--- src/rtl/cfg_hdr_pkg.sv ---
package cfg_hdr_pkg;
  localparam logic [7:0] OFF_PIF     = 8'h09;
  localparam logic [7:0] OFF_SUBCLS  = 8'h0A;
  localparam logic [7:0] OFF_BASECLS = 8'h0B;
  localparam logic [7:0] OFF_HDRTYPE = 8'h0E;
  localparam logic [7:0] OFF_IOBAR   = 8'h10;

  localparam logic [7:0] VAL_PIF     = 8'h00;
  localparam logic [7:0] VAL_SUBCLS  = 8'h00;
  localparam logic [7:0] VAL_BASECLS = 8'h02;
  localparam logic [7:0] VAL_HDRTYPE = 8'h00;

  typedef enum logic [3:0] {
    CMD_IO_RD  = 4'b0010,
    CMD_IO_WR  = 4'b0011,
    CMD_MEM_RD = 4'b0110,
    CMD_MEM_WR = 4'b0111,
    CMD_CFG_RD = 4'b1010,
    CMD_CFG_WR = 4'b1011
  } bus_cmd_e;

  function automatic logic is_io_cmd(input logic [3:0] cmd);
    return (cmd == CMD_IO_RD) || (cmd == CMD_IO_WR);
  endfunction
endpackage

--- src/rtl/cfg_id_rom.sv ---
module cfg_id_rom
  import cfg_hdr_pkg::*;
#(
  parameter logic [7:0] PIF     = VAL_PIF,
  parameter logic [7:0] SUBCLS  = VAL_SUBCLS,
  parameter logic [7:0] BASECLS = VAL_BASECLS,
  parameter logic [7:0] HDRTYPE = VAL_HDRTYPE
) (
  input  logic [7:0] addr_i,
  output logic       sel_o,
  output logic [7:0] data_o
);
  always_comb begin
    sel_o  = 1'b1;
    data_o = 8'h00;
    unique case (addr_i)
      OFF_PIF:     data_o = PIF;
      OFF_SUBCLS:  data_o = SUBCLS;
      OFF_BASECLS: data_o = BASECLS;
      OFF_HDRTYPE: data_o = HDRTYPE;
      default:     sel_o  = 1'b0;
    endcase
  end
endmodule

--- src/rtl/cfg_iobar_reg.sv ---
module cfg_iobar_reg
  import cfg_hdr_pkg::*;
#(
  parameter int ADDR_W  = 32,
  parameter int WIN_LSB = 5
) (
  input  logic                      clk_i,
  input  logic                      rst_ni,
  input  logic [7:0]                addr_i,
  input  logic                      wr_i,
  input  logic [7:0]                wdata_i,
  output logic                      sel_o,
  output logic [7:0]                rdata_o,
  output logic [ADDR_W-1:WIN_LSB]   base_o
);
  localparam int NBYTES = ADDR_W / 8;
  localparam logic [ADDR_W-1:0] WR_MASK = {{(ADDR_W-WIN_LSB){1'b1}}, {WIN_LSB{1'b0}}};
  localparam logic [ADDR_W-1:0] IO_FLAG = ADDR_W'(1);

  logic [ADDR_W-1:0] bar_q;
  logic [ADDR_W-1:0] bar_view;

  assign sel_o = (addr_i[7:2] == OFF_IOBAR[7:2]);

  for (genvar b = 0; b < NBYTES; b++) begin : g_byte
    always_ff @(posedge clk_i or negedge rst_ni) begin
      if (!rst_ni)
        bar_q[8*b +: 8] <= 8'h00;
      else if (wr_i && sel_o && (addr_i[1:0] == 2'(b)))
        bar_q[8*b +: 8] <= wdata_i & WR_MASK[8*b +: 8];
    end
  end

  assign bar_view = (bar_q & WR_MASK) | IO_FLAG;
  assign rdata_o  = bar_view[8*addr_i[1:0] +: 8];
  assign base_o   = bar_q[ADDR_W-1:WIN_LSB];
endmodule

--- src/rtl/io_addr_decode.sv ---
module io_addr_decode
  import cfg_hdr_pkg::*;
#(
  parameter int ADDR_W  = 32,
  parameter int WIN_LSB = 5
) (
  input  logic [ADDR_W-1:WIN_LSB] base_i,
  input  logic [ADDR_W-1:WIN_LSB] bus_addr_i,
  input  logic [3:0]              bus_cmd_i,
  input  logic                    addr_phase_i,
  input  logic                    io_en_i,
  output logic                    hit_o
);
  logic match;
  assign match = (bus_addr_i == base_i);
  assign hit_o = addr_phase_i && io_en_i && is_io_cmd(bus_cmd_i) && match;
endmodule

--- src/rtl/cfg_io_hdr.sv ---
module cfg_io_hdr
  import cfg_hdr_pkg::*;
#(
  parameter int ADDR_W  = 32,
  parameter int WIN_LSB = 5
) (
  input  logic                    clk_i,
  input  logic                    rst_ni,
  input  logic [7:0]              cfg_addr_i,
  input  logic                    cfg_rd_i,
  input  logic                    cfg_wr_i,
  input  logic [7:0]              cfg_wdata_i,
  output logic [7:0]              cfg_rdata_o,
  input  logic [ADDR_W-1:WIN_LSB] bus_addr_i,
  input  logic [3:0]              bus_cmd_i,
  input  logic                    addr_phase_i,
  input  logic                    io_en_i,
  output logic                    io_hit_o
);
  logic                    id_sel, bar_sel;
  logic [7:0]              id_data, bar_data, rd_d;
  logic [ADDR_W-1:WIN_LSB] base;

  cfg_id_rom u_id (
    .addr_i (cfg_addr_i),
    .sel_o  (id_sel),
    .data_o (id_data)
  );

  cfg_iobar_reg #(.ADDR_W(ADDR_W), .WIN_LSB(WIN_LSB)) u_bar (
    .clk_i   (clk_i),
    .rst_ni  (rst_ni),
    .addr_i  (cfg_addr_i),
    .wr_i    (cfg_wr_i),
    .wdata_i (cfg_wdata_i),
    .sel_o   (bar_sel),
    .rdata_o (bar_data),
    .base_o  (base)
  );

  io_addr_decode #(.ADDR_W(ADDR_W), .WIN_LSB(WIN_LSB)) u_dec (
    .base_i       (base),
    .bus_addr_i   (bus_addr_i),
    .bus_cmd_i    (bus_cmd_i),
    .addr_phase_i (addr_phase_i),
    .io_en_i      (io_en_i),
    .hit_o        (io_hit_o)
  );

  // unimplemented offsets fall through to zero
  always_comb begin
    if (id_sel)       rd_d = id_data;
    else if (bar_sel) rd_d = bar_data;
    else              rd_d = 8'h00;
  end

  always_ff @(posedge clk_i or negedge rst_ni) begin
    if (!rst_ni)       cfg_rdata_o <= 8'h00;
    else if (cfg_rd_i) cfg_rdata_o <= rd_d;
    else               cfg_rdata_o <= 8'h00;
  end
endmodule

--- config.mk ---
export PLATFORM = sky130hd
export DESIGN_NAME = cfg_io_hdr
export DESIGN_NICKNAME = d
export VERILOG_FILES = /design/src/rtl/cfg_hdr_pkg.sv /design/src/rtl/cfg_id_rom.sv /design/src/rtl/cfg_iobar_reg.sv /design/src/rtl/io_addr_decode.sv /design/src/rtl/cfg_io_hdr.sv
export SDC_FILE = /design/constraint.sdc
export NUM_CORES = 1
export LEC_CHECK = 0
export BUFFER_PORTS_ARGS = -buffer_cell sky130_fd_sc_hd__buf_2
export CORE_ASPECT_RATIO = 0.5
export CORE_MARGIN = 2
export CORE_UTILIZATION = 54
export DETAILED_ROUTE_END_ITERATION = 6
export PLACE_DENSITY_LB_ADDON = 0.15
export SYNTH_ARGS = -nofsm -noshare
export SYNTH_HDL_FRONTEND = slang
export SYNTH_SLANG_ARGS = --single-unit
export TNS_END_PERCENT = 30
--- constraint.sdc ---
create_clock -name clk_i -period 2.5 [get_ports clk_i]
set_input_delay 0.5 -clock clk_i [delete_from_list [all_inputs] [get_ports clk_i]]
set_output_delay 0.5 -clock clk_i [all_outputs]
set_load 0.01 [all_outputs]
==> reports/qor.yml, run 1 <==
status: "finished clean"
die_w_um: 86.8
worstMarginPinSlew_ps: 771
worstSetupStartpointType: "flip-flop"
rsz0062_at_grt: "false"
max-clock-path-buffers: 2
critical_path_class: "reg -> out"
die_area_mm2: 0.00394
p_int_mw: 0.872
row_count: 14
cp_max_fo: 3
crit_path_start: "u_bar.base_o[7]"
maxCapViolCount: 0
htreeDepth: 2
netlist.area_leader.share_pct: 47.4
fillers: 242
synth_most_common_cell: "dfrtp_1"
cts_tree: "yes"
area_delta_synth_final_pct: 22.7
pwr-share-comb_pct: 13.7
die_h_um: 45.4
pin_count: 62
r2r_slack_ps: 1360
ys_types: 29
diodes: 0
final_layout_size_suffix_gt1_share_pct: 52.0
numCtsBuffers: 5
arrival_ps: 1940
cp_data_required_time_ps: 2000
ir_worst_vdd_uv: 284
final.period_utilization_pct: 97.7
wire_per_inst_um: 16.8
worstSetupEndpointType: "output pin"
grt_pass1_vias: 1299
root_buffer: "clkbuf_8"
netlist_instances: 137
grt_use_total_pct: 23.4
worst_slack_ps: 56.4
syn_nets: 190
vias: 1323
drtAntennaViolNets: 0
synth.yosys.seq_area_share_pct: 47.4
syn_area_mm2: 0.00185
start_util_pct: 59.0
clock_power_share_pct: 33.8
viasPerCell: 5.47
hold_violations: 0
drt_wl_total_um: 4070
finalWeightedCongestion: 0.814
nNetsFinal: 254
hpwl_um: 3130
drt_iter0_drc: 51
yosys_warnings: 0
clkTransAtPathRegs_ps: 70
cts_sinks: 35
grt_max_degree: 36
drc: 0
setup-violations-final: 0
r2r-start: "u_bar.base_o[23]"
p_leak_nw: 1.10
fmax_mhz: 409
place_ws_ps: 149
synth_flop_cell: "dfrtp_1"
dr.pass1.iters: 4
synth_common_cells: "dfrtp_1 (35), mux2_2 (23), xnor2_1 (23)"
swShare_pct: 24.8
clock_skew_ps: 1.70
clkLatencyLatePin_ps: 290
power_frac_seq_pct: 52.4
grt_pass1_wl_um: 6440
synth_edf_count: 0
core_region_area_mm2: 0.00314
hp-class: "in -> async"
fin_crit_ps: 2440
p_per_area_mw_per_mm2: 512
finalSetupTns_ps: 0
syn_avg_cell_area_um2: 13.5
drv_slew: 0
antenna_found_initial: 0
synth_area_leader_cell: "dfrtp_1"
async_flop_share_pct: 100
relSlewSlack_pct: 48.6
port_buffers: 60
yosys-top-cells-area: "dfrtp_1 (47%), mux2_2 (14%), xnor2_1 (11%)"
overflow: 0
synth_seq_cells: 35
power.switching_mw: 0.288
cts_setup_buffers: 0
==> final cells by class <==
cell class              instances  area [um2]  share of cell area (%)
well taps                      40        50.0                    2.21
repair buffers                 60         300                    13.2
clock buffers                   7        76.3                    3.36
clock inverters                 1        5.00                   0.221
multi-input cells              98         957                    42.2
inverters                       1        3.75                   0.165
flip-flops and latches         35         876                    38.6
==> critical path, cell delays in order (launching register included) <==
cell     delay, ps
dfrtp_1        410
xnor2_1        180
nand4_1        160
or4_1          560
nor4_2         160
buf_2          170
==> flip-flops by register name, summed over array words and instances (netlist names) <==
register	count
u_bar.base_o	27
cfg_rdata_o	8
==> per-layer routing <==
layer / track usage (%) / vias up / part of all wire (%) / wire length (um)
met5: 0 / - / 0 / 0
met4: 8.44 / 0 / 1.5 / 59
met3: 6.34 / 7 / 6.0 / 246
met2: 36.2 / 35 / 47 / 1900
met1: 32.5 / 664 / 46 / 1860
li1: - / 617 / - / -
==> cells in the final DEF (no fill, tap or decap) <==
| cell type | instances |
|---|---|
| nor2_2 | 1 |
| clkbuf_8 | 5 |
| clkinv_2 | 1 |
| xor2_1 | 4 |
| mux4_2 | 3 |
| or4_1 | 1 |
| nand4_1 | 7 |
| or3b_1 | 1 |
| nor4_2 | 1 |
| inv_1 | 1 |
| mux2i_1 | 1 |
| nor3b_4 | 1 |
| mux2_4 | 8 |
| a21oi_1 | 1 |
| nand2_1 | 3 |
| xnor2_1 | 23 |
| dfrtp_1 | 35 |
| nor2b_1 | 5 |
| nand3_1 | 1 |
| a22oi_1 | 3 |
| nor2_1 | 4 |
| nor4_1 | 1 |
| mux2_2 | 23 |
| nand4b_1 | 1 |
| nand3_4 | 1 |
| nor4_4 | 1 |
| a22o_1 | 1 |
| nor3_1 | 1 |
| a221oi_1 | 1 |
| buf_2 | 60 |
| clkbuf_1 | 2 |
==> stage by stage <==
stage	cells	hold WS (ps)	area (um2)	util (%)	power [mW]
2_1_floorplan	137	204	1850	-	0.698
3_3_place_gp	234	534	2180	69.6	0.773
3_5_place_dp	234	541	2180	69.6	0.779
4_1_cts	242	307	2260	72.1	1.17
5_1_grt	242	350	2270	72.3	1.21
6_report	242	283	2270	72.3	1.16
==> logic make-up (layout without fill, tap and decap cells) <==
| kind of cell | after synthesis | in the layout | synth area share [%] |
|---|---|---|---|
| AO/OA/AOI/OAI | 6 | 6 | 2.44 |
| XOR/XNOR | 27 | 27 | 12.8 |
| buffers and inverters | 4 | 69 | 1.22 |
| flip-flops | 35 | 35 | 47.4 |
| multiplexers | 35 | 35 | 24.7 |
| AND/OR/NAND/NOR | 30 | 30 | 11.5 |
==> worst paths after layout <==
check / endpoint / cells past startpoint
max in group asynchronous: u_bar.base_o[8] / 1
worst max register to register: cfg_rdata_o[7] / 2
worst min register to register: u_bar.base_o[29] / 1
min in group clk_i: cfg_rdata_o[1] / 3
worst max-delay path: io_hit_o / 5
worst min-delay path: u_bar.base_o[14] / 1
==> power groups by stage <==
stage | combinational [mW] | clock [mW] | sequential (mW)
6_report | 0.159 | 0.393 | 0.608
5_1_grt | 0.175 | 0.428 | 0.611
4_1_cts | 0.161 | 0.398 | 0.608
3_5_place_dp | 0.160 | 0 | 0.619
3_3_place_gp | 0.156 | 0 | 0.617
2_1_floorplan | 0.0849 | 0 | 0.613
==> timing repair <==
action,in CTS,in global routing
hold buffers,0,0
setup endpoints to repair,0,1
resized for setup,0,1
Power figures use the tool's default switching activity.
==> run 2: changes to the inputs <==
Settings changed: ABC_AREA set to 1, CORE_UTILIZATION 54 to 56.
==> run 2 against run 1 <==
  * Critical endpoint unchanged
  * Via count up 57%
  * Highest routed layer unchanged
  * Clock-buffer cell count rose by 1
  * Setup slack better by 430 ps
==> reports/qor.yml, run 2 <==
status: "finished clean"
drtAntennaViolNets: 0
syn_nets: 352
hold_violations: 0
synth_most_common_cell: "nand2_1"
grt_pass1_vias: 1855
die_area_mm2: 0.00440
relSlewSlack_pct: 46.8
hold_slack_ps: 291
fin_crit_ps: 2010
rsz0062_at_grt: "false"
port_buffers: 60
diodes: 0
placed_cells: 407
syn_area_mm2: 0.00216
wire_per_inst_um: 12.9
layout_commonest_cell: "nand2_1"
final_layout_size_suffix_gt1_share_pct: 27.2
pwr-share-comb_pct: 16.0
power.switching_mw: 0.353
max-clock-path-buffers: 2
cts_sinks: 35
crit_chain: "inv_1, o21ai_0, nor2_1, nand2_1, nor2_1, nand2_1, nor2_1, buf_2"
synth_common_cells: "nand2_1 (102), inv_1 (58), dfrtp_1 (35)"
root_buffer: "clkbuf_8"
yosys_warnings: 0
total_power_mw: 1.28
cts_setup_buffers: 0
clkTransAtPathRegs_ps: 70
finalSetupTns_ps: 0
vias: 2079
viasPerCell: 5.01
fin_cells: 415
die_h_um: 47.9
core_region_area_mm2: 0.00357
final_cell_area_mm2: 0.00259
regArea_um2: 876
yosys-top-cells-area: "dfrtp_1 (41%), nand2_1 (18%), inv_1 (10%)"
clock_skew_ps: 4.82
swShare_pct: 27.7
row_count: 15
netlist_instances: 299
drc: 0
syn_avg_cell_area_um2: 7.23
hpwl_um: 4050
crit_path_start: "u_bar.base_o[14]"
cts_tree: "yes"
area_delta_synth_final_pct: 19.7
ys_types: 27
multi_input_area_mm2: 0.00102
hp-class: "in -> async"
final.period_utilization_pct: 80.4
p_per_area_mw_per_mm2: 493
fmax_mhz: 498
cp_data_required_time_ps: 2000
drv_slew: 0
numCtsBuffers: 5
overflow: 0
critical_path_class: "reg -> out"
pin_count: 62
arrival_ps: 1510
setup-violations-final: 0
synth_area_leader_cell: "dfrtp_1"
htreeDepth: 2
synth.yosys.seq_area_share_pct: 40.5
p_leak_nw: 1.48
die_w_um: 91.8
ir_worst_vdd_uv: 397
synth_edf_count: 0
finalWeightedCongestion: 0.922
netlist.area_leader.share_pct: 40.5
start_util_pct: 60.6
grt_use_total_pct: 26.0
nNetsFinal: 416
clock_power_share_pct: 36.2
post_dp_cell_area_mm2: 0.00249
drt_wl_total_um: 5360
path_delay_family: "simple AND/OR/NAND/NOR gates"
ctsResizeCount: 0
worst_slack_ps: 490
largest_reg_flops: 27
dr.pass1.iters: 4
place_ws_ps: 638
grt_pass1_wl_um: 8400
synth_seq_cells: 35
hold_buffers: 0
postLayoutCoreUtil_pct: 72.6
cp_num_buf_inv: 2
fillers: 314
layout_common_cells: "nand2_1 (102), buf_2 (60), inv_1 (58), dfrtp_1 (35), nor2_1 (30)"
worstMarginPinSlew_ps: 798
synth_flop_cell: "dfrtp_1"
cp_max_fo: 3
path_common_cell: "nor2_1"
antenna_found_initial: 0
maxCapViolCount: 0
power_frac_seq_pct: 47.8
grt_max_degree: 36
worstSetupStartpointType: "flip-flop"
r2r-start: "u_bar.base_o[10]"
drt_iter0_drc: 157
critPathSlowestCell: "dfrtp_1"
clkLatencyLatePin_ps: 290
critical_path.max_stage_delay_ps: 380
p_int_mw: 0.923
async_flop_share_pct: 100
worstSetupEndpointType: "output pin"
[run 2: cell count changes in the layout (fill, tap and decap cells not counted), sizes merged, moves of 4 or more]
cell,before,now
inv,1,60
mux2,31,0
nand4,7,3
nand2,3,108
xnor2,23,1
o21ai,0,35
nor2,5,33
xor2,4,0
nor2b,5,0
o22ai,0,9
[run 2: worst paths after layout]
path / end / slack, ps / cells after the start
worst min-delay path: u_bar.base_o[14] / 290 / 1
worst max register to register: cfg_rdata_o[2] / 1590 / 4
worst min register to register: u_bar.base_o[10] / 490 / 2
worst max-delay path: io_hit_o / 490 / 8
min in group clk_i: u_bar.base_o[30] / 430 / 3
max in group asynchronous: cfg_rdata_o[1] / 1700 / 1
[run 2: per-layer routing]
| metal | vias up | global-route usage [%] | wire, um |
|---|---|---|---|
| met1 | 931 | 34.8 | 2450 |
| met4 | 0 | 9.85 | 74 |
| met3 | 9 | 6.46 | 556 |
| met2 | 92 | 42.8 | 2280 |
| met5 | - | 0 | 0 |
| li1 | 1047 | - | - |
[run 2: cells by family after synthesis]
group                  synth area share (%)
AO/OA/AOI/OAI                          15.0
XOR/XNOR                              0.405
buffers and inverters                  12.2
flip-flops                             40.5
AND/OR/NAND/NOR                        31.9
[run 2: layout make-up]
type | count | area share (%)
well taps | 51 | 2.47
multi-input cells | 201 | 39.5
flip-flops and latches | 35 | 33.8
repair buffers | 60 | 11.6
clock buffers | 8 | 3.87
inverters | 60 | 8.70
[run 2: worst register-to-register path, cell delays in order, from the launching register on]
cell and delay, ps:
dfrtp_1 380, inv_1 110, o22ai_1 110, a21oi_1 130, nor2_1 50
[run 2: power by group through the flow]
stage                     Sequential, mW  Clock [mW]  Combinational, mW
final                              0.610       0.462              0.205
after global routing               0.612       0.493              0.231
after CTS                          0.609       0.465              0.204
after detailed placement           0.620           0              0.202
after global placement             0.618           0              0.197
after floorplan                    0.615           0              0.115
==> run 3: changes to the inputs <==
Settings changed: CORE_UTILIZATION 56 to 47.
Clock period 2.5 ns to 1.7 ns, I/O delays scaled along.
==> run 3 against run 2 <==
  * The run now ends with setup timing left
  * Non-clock buffer count rose by 2
  * Register-to-register slack got worse by 800 ps
  * Die area up 18%
  * Setup slack worse by 570 ps
  * Utilization decreased by 13 points
  * Sequential share of layout area is 0.37 points lower
  * Sequential power increased by 47%
  * Cell count increased by 1.7%
  * Power rose by 44%
  * Clock skew barely moved
  * Final area grew 1.1%
  * Highest routed layer unchanged
==> reports/qor.yml, run 3 (same netlist as run 2, synthesis figures left out) <==
clock_skew_ps: 4.47
grt_use_total_pct: 23.0
status: "finished with violations"
hp-class: "in -> async"
drtAntennaViolNets: 0
largest_reg_flops: 27
drc: 0
row_count: 17
grt_busiest_layer: "met2"
post_dp_cell_area_mm2: 0.00250
drv_slew: 0
path_common_cell: "nor2_1"
use_met3_pct: 5.11
fillers: 408
root_buffer: "clkbuf_8"
area_delta_synth_final_pct: 21.1
swShare_pct: 28.7
die_w_um: 99.9
grt_pass1_wl_um: 8800
critical_path.max_stage_delay_ps: 370
crit_chain: "inv_1, o21ai_0, nor2_1, nand2_1, nor2_1, nand2_1, nor2_1, buf_2"
cp.depth: 8
power.switching_mw: 0.529
relSlewSlack_pct: 70.3
met2_usage_pct: 37.0
fmax_mhz: 563
hold_slack_ps: 75.6
critPathSlowestCell: "dfrtp_1"
max-clock-path-buffers: 2
cts_tree: "yes"
cts_sinks: 35
diodes: 0
final_cell_area_mm2: 0.00262
antenna_found_initial: 0
dr.pass1.iters: 6
cp_num_buf_inv: 2
p_per_area_mw_per_mm2: 703
drt_iter0_drc: 86
r2r_cells: 4
grt_max_degree: 36
final_layout_size_suffix_gt1_share_pct: 31.0
numCtsBuffers: 5
layout_commonest_cell: "nand2_1"
clkLatencyLatePin_ps: 290
placed_cells: 414
drt_wl_total_um: 5490
clkTransAtPathRegs_ps: 70
port_buffers: 60
worstSetupStartpointType: "flip-flop"
ir_worst_vdd_uv: 421
hold_buffers: 0
nNetsFinal: 418
violations: "setup timing"
core_region_area_mm2: 0.00440
arrival_ps: 1440
overflow: 0
die_area_mm2: 0.00519
grt_use_met1_pct: 31.4
final.period_utilization_pct: 105
layout_common_cells: "nand2_1 (99), buf_2 (60), inv_1 (53), dfrtp_1 (35), nor2_1 (27)"
worst_slack_ps: -76.7
viasPerCell: 4.77
worstSetupEndpointType: "output pin"
die_h_um: 51.9
htreeDepth: 2
rsz0062_at_grt: "true"
cp_data_required_time_ps: 1360
clock_power_share_pct: 34.4
setup-violations-final: 1
worstMarginPinSlew_ps: 446
p_int_mw: 1.31
maxCapViolCount: 0
finalWeightedCongestion: 0.880
hpwl_um: 4200
path_delay_family: "simple AND/OR/NAND/NOR gates"
pin_count: 62
start_util_pct: 49.1
power_frac_seq_pct: 48.8
fin_crit_ps: 1780
vias: 2013
fin_cells: 422
hold_violations: 0
p_leak_nw: 1.48
wire_per_inst_um: 13.0
cp_max_fo: 4
grt_pass1_vias: 1915
pwr-share-comb_pct: 16.8
critical_path_class: "reg -> out"
postLayoutCoreUtil_pct: 59.4
run 3: cell types whose count changed in the layout (fill, tap and decap cells not counted), sizes merged:
cell	previous run	this run
clkbuf	8	6
clkinv	0	1
buf	60	62
run 3: area by class of cell:
cell class / count / area [um2] / share of cell area, %
clock inverters: 1 / 5.00 / 0.191
well taps: 57 / 71.3 / 2.73
multi-input cells: 201 / 1040 / 39.8
flip-flops and latches: 35 / 876 / 33.5
repair buffers: 62 / 315 / 12.1
clock buffers: 6 / 82.6 / 3.16
inverters: 60 / 225 / 8.61
run 3: power by group through the flow:
stage	clock, mW	sequential (mW)	combinational, mW
5_1_grt	0.684	0.901	0.353
2_1_floorplan	0	0.905	0.169
3_3_place_gp	0	0.909	0.294
6_report	0.633	0.898	0.310
4_1_cts	0.644	0.896	0.304
3_5_place_dp	0	0.912	0.301
run 3: layer usage:
metal / share of wire, % / up-vias
met5: 0 / -
met4: 1.0 / 0
met3: 7.8 / 6
met2: 44 / 63
met1: 47 / 896
li1: - / 1048
run 3: path summary, 6_finish.rpt:
check	slack, ps	startpoint	end
setup / recovery	-80	u_bar.base_o[28]	io_hit_o
hold / removal	80	rst_ni	u_bar.base_o[10]
setup reg to reg	790	u_bar.base_o[31]	cfg_rdata_o[7]
hold reg to reg	500	u_bar.base_o[5]	u_bar.base_o[5]
max in group asynchronous	1310	rst_ni	cfg_rdata_o[6]
min in group clk_i	270	cfg_wdata_i[3]	u_bar.base_o[27]
run 3: stage by stage:
stage	power (mW)	worst slack [ps]	setup TNS (ps)
2_1_floorplan	1.07	408	0
3_3_place_gp	1.20	177	0
3_5_place_dp	1.21	186	0
4_1_cts	1.84	-57.9	-57.9
5_1_grt	1.94	-207	-207
6_report	1.84	-76.7	-76.7
run 3: repair_timing:
action,in CTS,in global routing
endpoints found under the setup margin,1,1
setup buffers,0,1
gates resized for setup,2,11
pin swaps,0,6
